<file path="config.mk">
export PLATFORM = sky130hd
export DESIGN_NAME = ata_dev_taskfile
export DESIGN_NICKNAME = d
export VERILOG_FILES = /design/src/rtl/ata_dev_pkg.sv /design/src/rtl/ata_cmd_class.sv /design/src/rtl/ata_xfer_ctr.sv /design/src/rtl/ata_dev_taskfile.sv
export SDC_FILE = /design/constraint.sdc
export NUM_CORES = 1
export LEC_CHECK = 0
export ABC_AREA = 1
export CORE_MARGIN = 2
export CORE_UTILIZATION = 40
export DETAILED_ROUTE_END_ITERATION = 10
export SLEW_MARGIN = 20
export SYNTH_ARGS = -nofsm -noshare
export SYNTH_HDL_FRONTEND = slang
export SYNTH_SLANG_ARGS = --single-unit
export TNS_END_PERCENT = 50
</file>
<file path="constraint.sdc">
create_clock -name clk -period 5.1 [get_ports clk]
set_input_delay 0.765 -clock clk [delete_from_list [all_inputs] [get_ports clk]]
set_output_delay 0.765 -clock clk [all_outputs]
set_load 0.02 [all_outputs]
</file>
<file path="src/rtl/ata_dev_pkg.sv">
`timescale 1ns/1ps
package ata_dev_pkg;

  localparam int LBA_W = 28;
  localparam int WPS   = 256;
  localparam int WW    = $clog2(WPS);

  localparam logic [2:0] OFS_DATA  = 3'd0;
  localparam logic [2:0] OFS_ERR   = 3'd1;
  localparam logic [2:0] OFS_CNT   = 3'd2;
  localparam logic [2:0] OFS_SNUM  = 3'd3;
  localparam logic [2:0] OFS_CLO   = 3'd4;
  localparam logic [2:0] OFS_CHI   = 3'd5;
  localparam logic [2:0] OFS_DRV   = 3'd6;
  localparam logic [2:0] OFS_CMD   = 3'd7;
  localparam logic [2:0] OFS_DCTL  = 3'd6;

  localparam int CTL_SRST = 2;
  localparam int CTL_NIEN = 1;
  localparam int DRV_LBA  = 6;
  localparam int DRV_DEV  = 4;

  localparam logic [7:0] ERR_ABORT = 8'h04;
  localparam logic [7:0] ERR_DIAG  = 8'h01;

  typedef enum logic [3:0] {
    ST_SRST, ST_IDLE_S, ST_IDLE_SI, ST_IDLE_NS, ST_EXEC,
    ST_FETCH, ST_PRELOAD, ST_IN_WAIT, ST_IN_XFER,
    ST_OUT_NEXT, ST_OUT_WAIT, ST_OUT_XFER
  } dev_state_e;

  typedef enum logic [2:0] {
    CK_BAD, CK_NODATA, CK_NATMAX, CK_PIO_IN, CK_PIO_OUT
  } cmd_class_e;

endpackage

</file>
<file path="src/rtl/ata_cmd_class.sv">
`timescale 1ns/1ps
module ata_cmd_class
  import ata_dev_pkg::*;
(
  input  logic [7:0] opcode,
  output cmd_class_e cls,
  output logic       needs_lba
);
  always_comb begin
    needs_lba = 1'b0;
    case (opcode)
      8'h20, 8'h21: begin cls = CK_PIO_IN;  needs_lba = 1'b1; end
      8'h30, 8'h31: begin cls = CK_PIO_OUT; needs_lba = 1'b1; end
      8'hF8:        cls = CK_NATMAX;
      8'h10, 8'h40, 8'h70, 8'hC6, 8'hE0, 8'hE7, 8'hEF: cls = CK_NODATA;
      default:      cls = CK_BAD;
    endcase
  end
endmodule

</file>
<file path="src/rtl/ata_xfer_ctr.sv">
`timescale 1ns/1ps
module ata_xfer_ctr
  import ata_dev_pkg::*;
(
  input  logic             clk,
  input  logic             rst_n,
  input  logic             load,
  input  logic [LBA_W-1:0] lba_in,
  input  logic [7:0]       cnt_in,
  input  logic             word_inc,
  input  logic             sec_adv,
  output logic [WW-1:0]    word_q,
  output logic [LBA_W-1:0] lba_q,
  output logic             last_word,
  output logic             last_sector,
  output logic             none_left
);
  localparam int CW = 9;
  logic [CW-1:0] left_q;

  always_ff @(posedge clk) begin
    if (!rst_n) begin
      word_q <= '0;
      lba_q  <= '0;
      left_q <= '0;
    end else if (load) begin
      word_q <= '0;
      lba_q  <= lba_in;
      left_q <= (cnt_in == 8'd0) ? CW'(256) : CW'(cnt_in);
    end else if (sec_adv) begin
      word_q <= '0;
      lba_q  <= lba_q + LBA_W'(1);
      left_q <= left_q - CW'(1);
    end else if (word_inc) begin
      word_q <= word_q + WW'(1);
    end
  end

  assign last_word   = (word_q == WW'(WPS - 1));
  assign last_sector = (left_q == CW'(1));
  assign none_left   = (left_q == '0);
endmodule

</file>
<file path="src/rtl/ata_dev_taskfile.sv">
`timescale 1ns/1ps
module ata_dev_taskfile
  import ata_dev_pkg::*;
#(
  parameter logic        DEV_ID   = 1'b0,
  parameter logic [31:0] CAPACITY = 32'h0234_5679
) (
  input  logic                clk,
  input  logic                rst_n,
  input  logic                reg_cs_ctl,
  input  logic [2:0]          reg_addr,
  input  logic                reg_wr,
  input  logic                reg_rd,
  input  logic [15:0]         reg_wdata,
  output logic [15:0]         reg_rdata,
  output logic                intrq,
  output logic [LBA_W+WW-1:0] st_addr,
  output logic                st_rd,
  output logic                st_wr,
  output logic [15:0]         st_wdata,
  input  logic [15:0]         st_rdata
);
  localparam logic [27:0] MAX_LBA = 28'(CAPACITY - 32'd1);

  dev_state_e state_q;
  logic bsy_q, dsc_q, drq_q, err_q, pend_q, nien_q, ld_q;
  logic [7:0]  errreg_q, cnt_q, snum_q, clo_q, chi_q, drv_q, cmd_q;
  logic [15:0] data_q;
  logic [7:0]  status_w;

  // host strobes
  logic cmd_wr, cmd_rd, ctl_wr;
  logic wr_data, wr_cmd, wr_drv, rd_stat, rd_data;
  logic srst_set, srst_rel, start_cmd, sel_hit;
  assign cmd_wr   = reg_wr & ~reg_cs_ctl;
  assign cmd_rd   = reg_rd & ~reg_cs_ctl;
  assign ctl_wr   = reg_wr & reg_cs_ctl & (reg_addr == OFS_DCTL);
  assign wr_data  = cmd_wr & (reg_addr == OFS_DATA);
  assign wr_cmd   = cmd_wr & (reg_addr == OFS_CMD);
  assign wr_drv   = cmd_wr & (reg_addr == OFS_DRV);
  assign rd_stat  = cmd_rd & (reg_addr == OFS_CMD);
  assign rd_data  = cmd_rd & (reg_addr == OFS_DATA);
  assign srst_set = ctl_wr & reg_wdata[CTL_SRST];
  assign srst_rel = ctl_wr & ~reg_wdata[CTL_SRST] & (state_q == ST_SRST);
  assign sel_hit  = (reg_wdata[DRV_DEV] == DEV_ID);
  assign start_cmd = wr_cmd & ((state_q == ST_IDLE_S) | (state_q == ST_IDLE_SI));

  // command classification
  cmd_class_e cls;
  logic needs_lba;
  ata_cmd_class u_cls (.opcode(cmd_q), .cls(cls), .needs_lba(needs_lba));

  // sector / word sequencing
  logic [WW-1:0]    word_q;
  logic [LBA_W-1:0] lba_q;
  logic last_word, last_sector, none_left, word_inc, sec_adv, in_step, out_step;
  assign in_step  = (state_q == ST_IN_XFER)  & rd_data;
  assign out_step = (state_q == ST_OUT_XFER) & wr_data;
  assign word_inc = (in_step | out_step) & ~last_word;
  assign sec_adv  = (in_step | out_step) & last_word;

  ata_xfer_ctr u_ctr (
    .clk(clk), .rst_n(rst_n), .load(start_cmd),
    .lba_in({drv_q[3:0], chi_q, clo_q, snum_q}), .cnt_in(cnt_q),
    .word_inc(word_inc), .sec_adv(sec_adv),
    .word_q(word_q), .lba_q(lba_q), .last_word(last_word),
    .last_sector(last_sector), .none_left(none_left)
  );

  // sector store port: reads run one word ahead of the host
  assign st_rd    = (state_q == ST_FETCH) | (in_step & ~last_word);
  assign st_wr    = out_step;
  assign st_wdata = reg_wdata;
  assign st_addr  = {lba_q, (state_q == ST_IN_XFER) ? word_q + WW'(1) : word_q};

  assign status_w = {bsy_q, 1'b1, 1'b0, dsc_q, drq_q, 2'b00, err_q};
  assign intrq    = pend_q & ~nien_q & (state_q != ST_IDLE_NS);

  always_comb begin
    reg_rdata = 16'h0000;
    if (reg_cs_ctl) begin
      if (reg_addr == OFS_DCTL) reg_rdata = {8'h00, status_w};
    end else begin
      case (reg_addr)
        OFS_DATA: reg_rdata = data_q;
        OFS_ERR:  reg_rdata = {8'h00, errreg_q};
        OFS_CNT:  reg_rdata = {8'h00, cnt_q};
        OFS_SNUM: reg_rdata = {8'h00, snum_q};
        OFS_CLO:  reg_rdata = {8'h00, clo_q};
        OFS_CHI:  reg_rdata = {8'h00, chi_q};
        OFS_DRV:  reg_rdata = {8'h00, drv_q};
        default:  reg_rdata = {8'h00, status_w};
      endcase
    end
  end

  always_ff @(posedge clk) begin
    if (!rst_n) nien_q <= 1'b0;
    else if (ctl_wr) nien_q <= reg_wdata[CTL_NIEN];
  end

  always_ff @(posedge clk) begin
    if (!rst_n) ld_q <= 1'b0;
    else        ld_q <= st_rd;
  end

  always_ff @(posedge clk) begin
    if (!rst_n || srst_rel) begin
      state_q  <= DEV_ID ? ST_IDLE_NS : ST_IDLE_S;
      bsy_q <= 1'b0; dsc_q <= 1'b0; drq_q <= 1'b0; err_q <= 1'b0; pend_q <= 1'b0;
      errreg_q <= ERR_DIAG;
      cnt_q <= '0; snum_q <= '0; clo_q <= '0; chi_q <= '0; drv_q <= '0; cmd_q <= '0;
      data_q <= '0;
    end else if (srst_set) begin
      state_q <= ST_SRST;
      bsy_q   <= 1'b1;
      drq_q   <= 1'b0;
    end else if (state_q != ST_SRST) begin
      if (ld_q)    data_q <= st_rdata;
      if (wr_data) data_q <= reg_wdata;
      if (cmd_wr) begin
        case (reg_addr)
          OFS_CNT:  cnt_q  <= reg_wdata[7:0];
          OFS_SNUM: snum_q <= reg_wdata[7:0];
          OFS_CLO:  clo_q  <= reg_wdata[7:0];
          OFS_CHI:  chi_q  <= reg_wdata[7:0];
          OFS_DRV:  drv_q  <= reg_wdata[7:0];
          default: ;
        endcase
      end
      if (start_cmd) begin
        cmd_q <= reg_wdata[7:0];
        bsy_q <= 1'b1; drq_q <= 1'b0; err_q <= 1'b0; errreg_q <= 8'h00;
        pend_q <= 1'b0;
        state_q <= ST_EXEC;
      end else begin
        case (state_q)
          ST_IDLE_S:  if (wr_drv && !sel_hit) state_q <= ST_IDLE_NS;
          ST_IDLE_SI: begin
            if (wr_drv && !sel_hit) state_q <= ST_IDLE_NS;
            else if (rd_stat) begin state_q <= ST_IDLE_S; pend_q <= 1'b0; end
          end
          ST_IDLE_NS: if (wr_drv && sel_hit) begin
            if (pend_q && !nien_q) state_q <= ST_IDLE_SI;
            else begin state_q <= ST_IDLE_S; pend_q <= 1'b0; end
          end
          ST_EXEC: begin
            if (cls == CK_BAD || (needs_lba && !drv_q[DRV_LBA])) begin
              err_q <= 1'b1; errreg_q <= ERR_ABORT;
              bsy_q <= 1'b0; pend_q <= ~nien_q;
              state_q <= nien_q ? ST_IDLE_S : ST_IDLE_SI;
            end else if (cls == CK_PIO_IN) begin
              state_q <= ST_FETCH;
            end else if (cls == CK_PIO_OUT) begin
              bsy_q <= 1'b0; drq_q <= 1'b1; state_q <= ST_OUT_XFER;
            end else begin
              if (cls == CK_NATMAX) begin
                snum_q <= MAX_LBA[7:0];
                clo_q  <= MAX_LBA[15:8];
                chi_q  <= MAX_LBA[23:16];
                drv_q  <= {drv_q[7:4], MAX_LBA[27:24]};
              end
              bsy_q <= 1'b0; pend_q <= ~nien_q;
              state_q <= nien_q ? ST_IDLE_S : ST_IDLE_SI;
            end
          end
          ST_FETCH:   state_q <= ST_PRELOAD;
          ST_PRELOAD: begin
            bsy_q <= 1'b0; drq_q <= 1'b1; pend_q <= ~nien_q;
            state_q <= nien_q ? ST_IN_XFER : ST_IN_WAIT;
          end
          ST_IN_WAIT: if (rd_stat) begin pend_q <= 1'b0; state_q <= ST_IN_XFER; end
          ST_IN_XFER: if (rd_data && last_word) begin
            drq_q <= 1'b0;
            if (last_sector) begin bsy_q <= 1'b0; state_q <= ST_IDLE_S; end
            else begin bsy_q <= 1'b1; state_q <= ST_FETCH; end
          end
          ST_OUT_XFER: if (wr_data && last_word) begin
            bsy_q <= 1'b1; dsc_q <= 1'b1; drq_q <= 1'b0; state_q <= ST_OUT_NEXT;
          end
          ST_OUT_NEXT: begin
            bsy_q <= 1'b0; pend_q <= ~nien_q;
            if (none_left) state_q <= nien_q ? ST_IDLE_S : ST_IDLE_SI;
            else begin
              drq_q <= 1'b1;
              state_q <= nien_q ? ST_OUT_XFER : ST_OUT_WAIT;
            end
          end
          ST_OUT_WAIT: if (rd_stat) begin pend_q <= 1'b0; state_q <= ST_OUT_XFER; end
          default: ;
        endcase
      end
    end
  end
endmodule

</file>
==> results.json, run 1 <==
{
  "synth_nets": 1211,
  "cap_violations": 0,
  "postLayoutCellArea_mm2": 0.009065,
  "period_share": 0.7775,
  "hold_path.class": "reg2reg",
  "p_int_mw": 1.983,
  "clkTransAtPathRegs_ns": 0.05,
  "clockBufferDepth": 2,
  "via_per_inst": 5.295,
  "insertion_delay_ns": 0.43,
  "n_antenna_cell": 0,
  "p_switching_uw": 846.9,
  "swShare": 0.2993,
  "cts_resized": 0,
  "worstMarginPinSlew_ns": 0.7073,
  "drt_wl_total_um": 25800,
  "p_leak_nw": 3.607,
  "num_vias": 7889,
  "grt_pass1_vias": 7285,
  "dieArea_mm2": 0.01930,
  "seqPwrFrac": 0.366,
  "start_kind": "input port",
  "setup_tns_ns": 0,
  "drt_first_pass_iters": 5,
  "status": "finished clean",
  "cts_buffers": 17,
  "skew_ns": 0.009081,
  "port_buffers": 110,
  "syn_avg_cell_area_um2": 6.256,
  "synth_async_sr_flop_share": 0,
  "cts_sinks": 121,
  "ys_seq_elements": 121,
  "antenna_found_initial": 0,
  "grt_pass1_wl_um": 40650,
  "slew_viol_final": 0,
  "drc": 0,
  "ios": 111,
  "final-hold-violation-count": 0,
  "cts_tree": "done",
  "place_congestion": 0.9475,
  "cts_setup_buffers": 0,
  "core_mm2": 0.01790,
  "dieHeight_um": 138.9,
  "grt_max_degree": 42,
  "fill_cells": 1895,
  "path_max_fanout": 27,
  "clock.fmax_mhz": 252.2,
  "placed_area_mm2": 0.008458,
  "overflow": 0,
  "comb_power_share": 0.193,
  "p_clk_frac": 0.441,
  "start_util": 0.4068,
  "grt_usage": 0.2682,
  "synth.cell_area_mm2": 0.007282,
  "crit_arrival_ns": 3.20,
  "yosys_most_used_dff": "dfxtp_1",
  "yosys_warnings": 0,
  "hold_buffers": 0,
  "antenna_left": 0,
  "timing.hold.ws_ns": 0.4564,
  "crit_required_ns": 4.34,
  "cellPowerDensity_mw_per_mm2": 312.2,
  "final_common_cell": "nand2_1",
  "ys_seq_area_frac": 0.3326,
  "rows": 49,
  "synth_edf_count": 0,
  "drive_gt1_frac": 0.04917,
  "ys_types": 35,
  "rsz0062_at_grt": "false",
  "ir_drop_mv": 0.2519,
  "multi_input_area_mm2": 0.004029,
  "synthToLayoutAreaGrowth_pct": 24.48,
  "fp.dieW_um": 138.9,
  "wl_per_cell_um": 17.32,
  "syn_inst": 1164,
  "drt-initial-drc-count": 614,
  "place_hpwl_um": 19510,
  "max_slew_margin": 0.5267,
  "cts_root_buf": "clkbuf_16",
  "critPathKind": "in2out",
  "htreeDepth": 4,
  "register_area_mm2": 0.002422,
  "final_cell_mix": "nand2_1 (309), inv_1 (137), dfxtp_1 (121)",
  "setup_viol_count_final": 0,
  "period_needed_ns": 3.965,
  "nets": 1295,
  "crit_path_end_kind": "primary output"
}
-- worst max-delay path: stages --
cell             delay [ns]
clkdlybuf4s50_1        0.65
inv_2                  0.22
nand2_1                0.20
inv_1                  0.16
nand2_2                0.32
nor2_1                 0.25
clkdlybuf4s50_1        0.63
-- cells by family (layout without fill, tap and decap cells) --
| kind of cell | Yosys count | count (layout) | synth area share |
|---|---|---|---|
| flops | 121 | 121 | 0.3326 |
| xor+xnor | 29 | 29 | 0.03488 |
| mux | 2 | 2 | 0.002749 |
| compound gates | 258 | 258 | 0.1959 |
| fa+ha+maj | 7 | 7 | 0.01203 |
| simple gates | 546 | 546 | 0.3069 |
| buf+inv | 201 | 298 | 0.1149 |
-- cell usage after synthesis, types with 16 or more instances --
cell type | number | area (um2)
nor3_1 | 30 | 150.1
a21oi_1 | 95 | 475.5
nand3_1 | 67 | 335.3
buf_4 | 16 | 120.1
o22ai_1 | 24 | 150.1
nor2_1 | 117 | 439.2
buf_2 | 18 | 90.09
inv_1 | 137 | 514.2
xor2_1 | 21 | 183.9
clkbuf_1 | 17 | 63.81
nand2_1 | 309 | 1160
dfxtp_1 | 121 | 2422
o21ai_0 | 99 | 495.5
-- sequential cells by signal (all words and copies together) (netlist names) --
signal,cells
clo_q,8
drq_q,1
snum_q,8
drv_q,8
u_ctr.word_q,8
u_ctr.lba_q,28
err_q,1
bsy_q,1
dsc_q,1
nien_q,1
cmd_q,8
cnt_q,8
pend_q,1
data_q,16
u_ctr.left_q,9
chi_q,8
state_q,4
errreg_q,1
ld_q,1
-- per-layer routing --
layer	track usage	vias up	wire length [um]	part of all wire
met4	0.08878	0	495	0.019
met2	0.4299	270	11900	0.46
li1	-	3958	-	-
met3	0.04489	36	1641	0.064
met1	0.3684	3625	11770	0.46
met5	0	-	0	0
-- power groups by stage --
stage / Clock [mW] / Sequential, mW / Combinational, mW
2_1_floorplan: 0 / 1.04 / 0.378
3_3_place_gp: 0 / 1.06 / 0.544
3_5_place_dp: 0 / 1.05 / 0.540
4_1_cts: 1.27 / 1.03 / 0.543
5_1_grt: 1.31 / 1.04 / 0.614
6_report: 1.25 / 1.04 / 0.547
-- final cells by class --
class                           instances  area share
Multi-Input combinational cell        842      0.4444
Sequential cell                       121      0.2672
Timing Repair Buffer                  119      0.1289
Inverter                              147     0.06087
Clock buffer                           22     0.05121
Tap cell                              229     0.03161
Clock inverter                         10     0.01574
-- through the flow --
step,power (mW),setup slack [ns],std cells,util
final,2.830,1.135,1490,0.5064
after CTS,2.842,1.150,1490,0.5064
after floorplan,1.419,2.524,1164,-
after global placement,1.599,1.130,1458,0.4725
after global routing,2.962,0.9347,1490,0.5064
after detailed placement,1.595,1.151,1458,0.4725
-- worst paths after layout --
path                            from                           to  slack, ns  depth (start not counted)
max                       reg_cs_ctl                        st_wr       1.13                          7
min          data_q[10]$_SDFFE_PP0P_      data_q[10]$_SDFFE_PP0P_       0.46                          2
max reg2reg  state_q[2]$_SDFFE_PP0P_  u_ctr.lba_q[6]$_SDFFE_PN0P_       2.13                         11
min reg2reg  data_q[10]$_SDFFE_PP0P_      data_q[10]$_SDFFE_PP0P_       0.46                          2
No activity file was read; power rests on OpenSTA's default activity.
==> run 2: changes to the inputs <==
- clock period: 5.1 -> 3.4 ns (I/O delays scaled with it)
==> run 2 against run 1 <==
  * Via count grew 2.1%
  * Die area did not move
  * Total power rose by 53%
  * First-iteration DRC count shrank 6.7%
  * Setup slack worse by 1.0 ns
  * Count of clock-buffer cells in the layout is 1 lower
  * Combinational power is 55% higher
  * Sequential power grew 49%
  * Non-clock buffer count up 25
  * Clock skew fell by 0.00052 ns
  * Worst hold slack lost 0.00075 ns
  * Cell count increased by 1.6%
  * Highest routed layer is now met5
==> results.json, run 2 (synthesized netlist as in run 1, its figures left out) <==
{
  "clkTransAtPathRegs_ns": 0.05,
  "place_congestion": 0.9086,
  "dieHeight_um": 138.9,
  "postLayoutCellArea_mm2": 0.009269,
  "skew_ns": 0.008556,
  "drive_gt1_frac": 0.06926,
  "core_mm2": 0.01790,
  "rsz0062_at_grt": "false",
  "period_share": 0.9608,
  "place_hpwl_um": 20470,
  "final_cell_mix": "nand2_1 (309), inv_1 (137), dfxtp_1 (121)",
  "antenna_found_initial": 1,
  "via_per_inst": 5.318,
  "grt_pass1_vias": 7337,
  "cellPowerDensity_mw_per_mm2": 465.9,
  "crit_path_end_kind": "primary output",
  "clock.fmax_mhz": 306.1,
  "rows": 49,
  "multi_input_area_mm2": 0.004029,
  "final-hold-violation-count": 0,
  "period_needed_ns": 3.267,
  "cap_violations": 0,
  "cts_tree": "done",
  "placed_area_mm2": 0.008646,
  "antenna_left": 0,
  "final_common_cell": "nand2_1",
  "path_max_fanout": 6,
  "hold_path.class": "reg2reg",
  "crit_arrival_ns": 2.76,
  "drt_wl_total_um": 26450,
  "timing.hold.ws_ns": 0.4557,
  "nets": 1320,
  "drt_first_pass_iters": 5,
  "crit_required_ns": 2.89,
  "status": "finished clean",
  "critPathKind": "in2out",
  "placed_cells": 1483,
  "fp.dieW_um": 138.9,
  "crit_path_max_incr_delay_ns": 0.65,
  "setup_tns_ns": 0,
  "wl_per_cell_um": 17.47,
  "path_cells": "clkdlybuf4s50_1 > inv_2 > nand2_1 > nor2_1 > inv_1 > o21ai_0 > nor3_1 > o22ai_1 > clkdlybuf4s50_1",
  "overflow": 0,
  "n_antenna_cell": 0,
  "largest-register": "u_ctr.lba_q",
  "setup_viol_count_final": 0,
  "insertion_delay_ns": 0.42,
  "port_buffers": 110,
  "drc": 0,
  "largest_register_ffs": 28,
  "hold_buffers": 0,
  "grt_max_degree": 31,
  "dieArea_mm2": 0.01930,
  "htreeDepth": 4,
  "grt_pass1_wl_um": 41210,
  "cts_root_buf": "clkbuf_16",
  "max_slew_margin": 0.6202,
  "start_kind": "input port",
  "cts_buffers": 17,
  "final_cells": 1514,
  "slew_viol_final": 0,
  "ir_drop_mv": 0.3959,
  "start_util": 0.4068,
  "cts_setup_buffers": 0,
  "cp_common_cell": "clkdlybuf4s50_1",
  "clockBufferDepth": 2,
  "cts_resized": 0,
  "grt_usage": 0.2739,
  "worstMarginPinSlew_ns": 0.5684,
  "synthToLayoutAreaGrowth_pct": 27.29,
  "num_vias": 8051,
  "drt-initial-drc-count": 573,
  "fill_cells": 1886,
  "cpMaxStageDelayCell": "clkdlybuf4s50_1",
  "ios": 111,
  "top_regs": "u_ctr.lba_q x28, data_q x16, u_ctr.left_q x9",
  "register_area_mm2": 0.002422,
  "cts_sinks": 121,
  "p_leak_nw": 3.734
}
run 2: changes by cell type in the layout (fill, tap and decap cells not counted), sizes merged:
| cell | before | now |
|---|---|---|
| clkinv | 2 | 3 |
| buf | 9 | 34 |
| inv | 148 | 147 |
| clkbuf | 22 | 21 |
run 2: area by class of cell:
class                           count  area share
Multi-Input combinational cell    842      0.4347
Sequential cell                   121      0.2613
Timing Repair Buffer              144      0.1463
Inverter                          147     0.05953
Clock buffer                       21     0.05184
Tap cell                          229     0.03091
Clock inverter                     10     0.01539
run 2: metal layers:
| layer | part of all wire | vias to the layer above | GRT usage | wire length, um |
|---|---|---|---|---|
| met3 | 0.064 | 49 | 0.04489 | 1697 |
| met4 | 0.023 | 2 | 0.09888 | 621 |
| met5 | 0.00049 | - | 0 | 13 |
| met2 | 0.46 | 273 | 0.4338 | 12190 |
| met1 | 0.45 | 3723 | 0.3779 | 11930 |
| li1 | - | 4004 | - | - |
run 2: through the flow:
step	util	setup slack, ns	total power, mW
floorplan	-	1.312	2.128
global placement	0.4829	0.1040	2.429
detailed placement	0.4829	0.1156	2.430
CTS	0.5178	0.1142	4.338
global route	0.5178	0.03581	4.516
finish	0.5178	0.1331	4.319
run 2: worst paths after layout:
check,end,from,depth (start not counted),slack (ns)
max reg2reg,u_ctr.left_q[5]$_SDFFE_PN0P_,state_q[2]$_SDFFE_PP0P_,12,0.88
min reg2reg,data_q[14]$_SDFFE_PP0P_,data_q[14]$_SDFFE_PP0P_,2,0.46
min,data_q[14]$_SDFFE_PP0P_,data_q[14]$_SDFFE_PP0P_,2,0.46
max,reg_rdata[7],reg_addr[1],9,0.13
run 2: worst max-delay path: cells and delay by family:
kind	cells	cell delay (ns)
and+or+nand+nor	3	0.44
buffers and inverters	4	1.40
AOI/OAI and AO/OA	2	0.39
run 2: where the power goes:
part	internal (mW)	leakage [nW]	switching [mW]
clock network	1.23	0.293	0.688
registers	1.50	0.978	0.0594
logic	0.305	2.46	0.545
==> run 3: changes to the inputs <==
- CELL_PAD_IN_SITES_DETAIL_PLACEMENT: not set -> 2
- CELL_PAD_IN_SITES_GLOBAL_PLACEMENT: not set -> 2
- CORE_UTILIZATION: 40 -> 26
- PLACE_DENSITY_LB_ADDON: not set -> 0.1
==> run 3 against run 2 <==
  * Register-to-register slack got worse by 0.16 ns
  * Maximum frequency increased by 0.72%
  * Cell count up 10%
  * Global-route usage shrank 2.9 points
  * Critical endpoint is now reg_rdata[6]
  * Largest power group unchanged
==> results.json, run 3 (synthesized netlist as in run 1, its figures left out) <==
{
  "cpMaxStageDelayCell": "clkdlybuf4s50_1",
  "clock.fmax_mhz": 308.3,
  "wl_met2_um": 16910,
  "path_max_fanout": 6,
  "rsz0062_at_grt": "true",
  "register_area_mm2": 0.002422,
  "n_antenna_cell": 0,
  "crit_path_end": "reg_rdata[6]",
  "htreeDepth": 4,
  "nets": 1326,
  "final_common_cell": "nand2_1",
  "fp.dieW_um": 171.4,
  "cellPowerDensity_mw_per_mm2": 467.4,
  "p_leak_nw": 3.821,
  "path_cells": "clkdlybuf4s50_1 > inv_2 > nand2_1 > nor2_1 > buf_4 > nand2_1 > o21ai_0 > o31ai_1 > nand2_1 > clkdlybuf4s50_1",
  "clockBufferDepth": 2,
  "reg2reg_depth": 13,
  "crit_path_max_incr_delay_ns": 0.64,
  "period_needed_ns": 3.244,
  "top_regs": "u_ctr.lba_q x28, data_q x16, u_ctr.left_q x9",
  "crit_path_start": "reg_addr[1]",
  "ios": 111,
  "grt_pass1_wl_um": 53340,
  "drive_gt1_frac": 0.07508,
  "largest-register": "u_ctr.lba_q",
  "place_congestion": 0.8628,
  "clkTransAtPathRegs_ns": 0.07,
  "grt_pass1_vias": 8679,
  "cts_sinks": 121,
  "start_util": 0.2628,
  "critical_path.top_delay_family": "buffers and inverters",
  "r2r-end": "u_ctr.lba_q[14]$_SDFFE_PN0P_",
  "cts_root_buf": "clkbuf_16",
  "max_slew_margin": 0.4540,
  "period_share": 0.9540,
  "top_layer": "met4",
  "cts_buffers": 17,
  "cts_setup_buffers": 0,
  "grt_usage": 0.2446,
  "largest_register_ffs": 28,
  "skew_ns": 0.01363,
  "drt-initial-drc-count": 406,
  "setup_tns_ns": 0,
  "synthToLayoutAreaGrowth_pct": 30.53,
  "crit_path_end_kind": "primary output",
  "worst-path-buf-inv": 4,
  "dieHeight_um": 171.4,
  "cp_common_cell": "nand2_1",
  "crit_required_ns": 2.89,
  "reg2reg_slack_ns": 0.72,
  "setup_viol_count_final": 0,
  "rr_startpoint": "state_q[2]$_SDFFE_PP0P_",
  "antenna_left": 0,
  "drc": 0,
  "totalPowerFinal_mw": 4.443,
  "route.met3.wl_um": 1106,
  "cap_violations": 0,
  "final-hold-violation-count": 0,
  "worstMarginPinSlew_ns": 0.8160,
  "antenna_found_initial": 0,
  "critPathKind": "in2out",
  "timing.hold.ws_ns": 0.4615,
  "status": "finished clean",
  "core_mm2": 0.02771,
  "via_per_inst": 4.938,
  "hold_path.class": "reg2reg",
  "drt_wl_total_um": 34730,
  "num_vias": 8246,
  "insertion_delay_ns": 0.44,
  "ir_drop_mv": 0.2949,
  "port_buffers": 110,
  "place_hpwl_um": 27400,
  "fill_cells": 3351,
  "wl_met1_um": 15960,
  "drt_first_pass_iters": 5,
  "overflow": 0,
  "dieArea_mm2": 0.02936,
  "post-route-util": 0.3431,
  "crit_arrival_ns": 2.73,
  "final_cell_mix": "nand2_1 (309), inv_1 (137), dfxtp_1 (121)",
  "cts_tree": "done",
  "multi_input_area_mm2": 0.004034,
  "slew_viol_final": 0,
  "wl_per_cell_um": 20.80,
  "rows": 61,
  "cp.depth": 10,
  "grt_max_degree": 33,
  "start_kind": "input port"
}
==> run 3: cell types whose count changed in the layout (fill, tap and decap cells not counted), sizes merged <==
cell	change
dlymetal6s2s	+3
clkinv	+1
clkdlybuf4s50	-3
clkinvlp	-1
clkbuf	-4
buf	+6
inv	+5
==> run 3: worst register-to-register path, stage by stage (launching register included) <==
cell and delay [ns]:
dfxtp_1 0.34, inv_1 0.09, ha_1 0.22, inv_1 0.10, nor2_1 0.28, inv_1 0.22, o21ai_2 0.33, nand2_2 0.18
nand2_1 0.24, inv_2 0.24, nand2_1 0.13, o211ai_1 0.09, nand2_1 0.08, inv_1 0.04
==> run 3: how the worst min path moves through the flow <==
stage / from / endpoint / depth (start not counted)
after floorplan: data_q[10]$_SDFFE_PP0P_ / data_q[10]$_SDFFE_PP0P_ / 2
after global placement: data_q[10]$_SDFFE_PP0P_ / data_q[10]$_SDFFE_PP0P_ / 2
after detailed placement: data_q[11]$_SDFFE_PP0P_ / data_q[11]$_SDFFE_PP0P_ / 2
after CTS: data_q[11]$_SDFFE_PP0P_ / data_q[11]$_SDFFE_PP0P_ / 2
after global routing: data_q[8]$_SDFFE_PP0P_ / data_q[8]$_SDFFE_PP0P_ / 2
final: data_q[11]$_SDFFE_PP0P_ / data_q[11]$_SDFFE_PP0P_ / 2
==> run 3: layout make-up <==
class	instances	share of cell area
Timing Repair Buffer	150	0.1482
Multi-Input combinational cell	842	0.4244
Sequential cell	121	0.2548
Inverter	147	0.05805
Clock inverter	15	0.02001
Tap cell	378	0.04976
Clock buffer	17	0.04475
==> run 3: per-stage QoR <==
stage,cell area (um2),setup WS [ns],cells
final,9505,0.1565,1670
after global placement,8877,0.07759,1638
after CTS,9493,0.05804,1670
after floorplan,7282,1.312,1164
after detailed placement,8877,0.07614,1638
after global routing,9505,-0.007302,1670
==> run 3: power breakdown <==
group	internal, mW	switching, mW	total (mW)
clock network	1.17	0.795	1.96
registers	1.49	0.0724	1.57
logic	0.313	0.600	0.913
total	2.98	1.47	4.44
==> run 3: metal layers <==
layer,vias to the layer above,global-route usage
met3,36,0.03705
met2,136,0.4215
li1,4001,-
met4,0,0.07148
met1,4073,0.3154
met5,-,0
==> run 3: what timing repair did <==
item,in CTS,in global routing
resized for setup,0,4
setup endpoints to repair,0,4
hold buffers,0,0
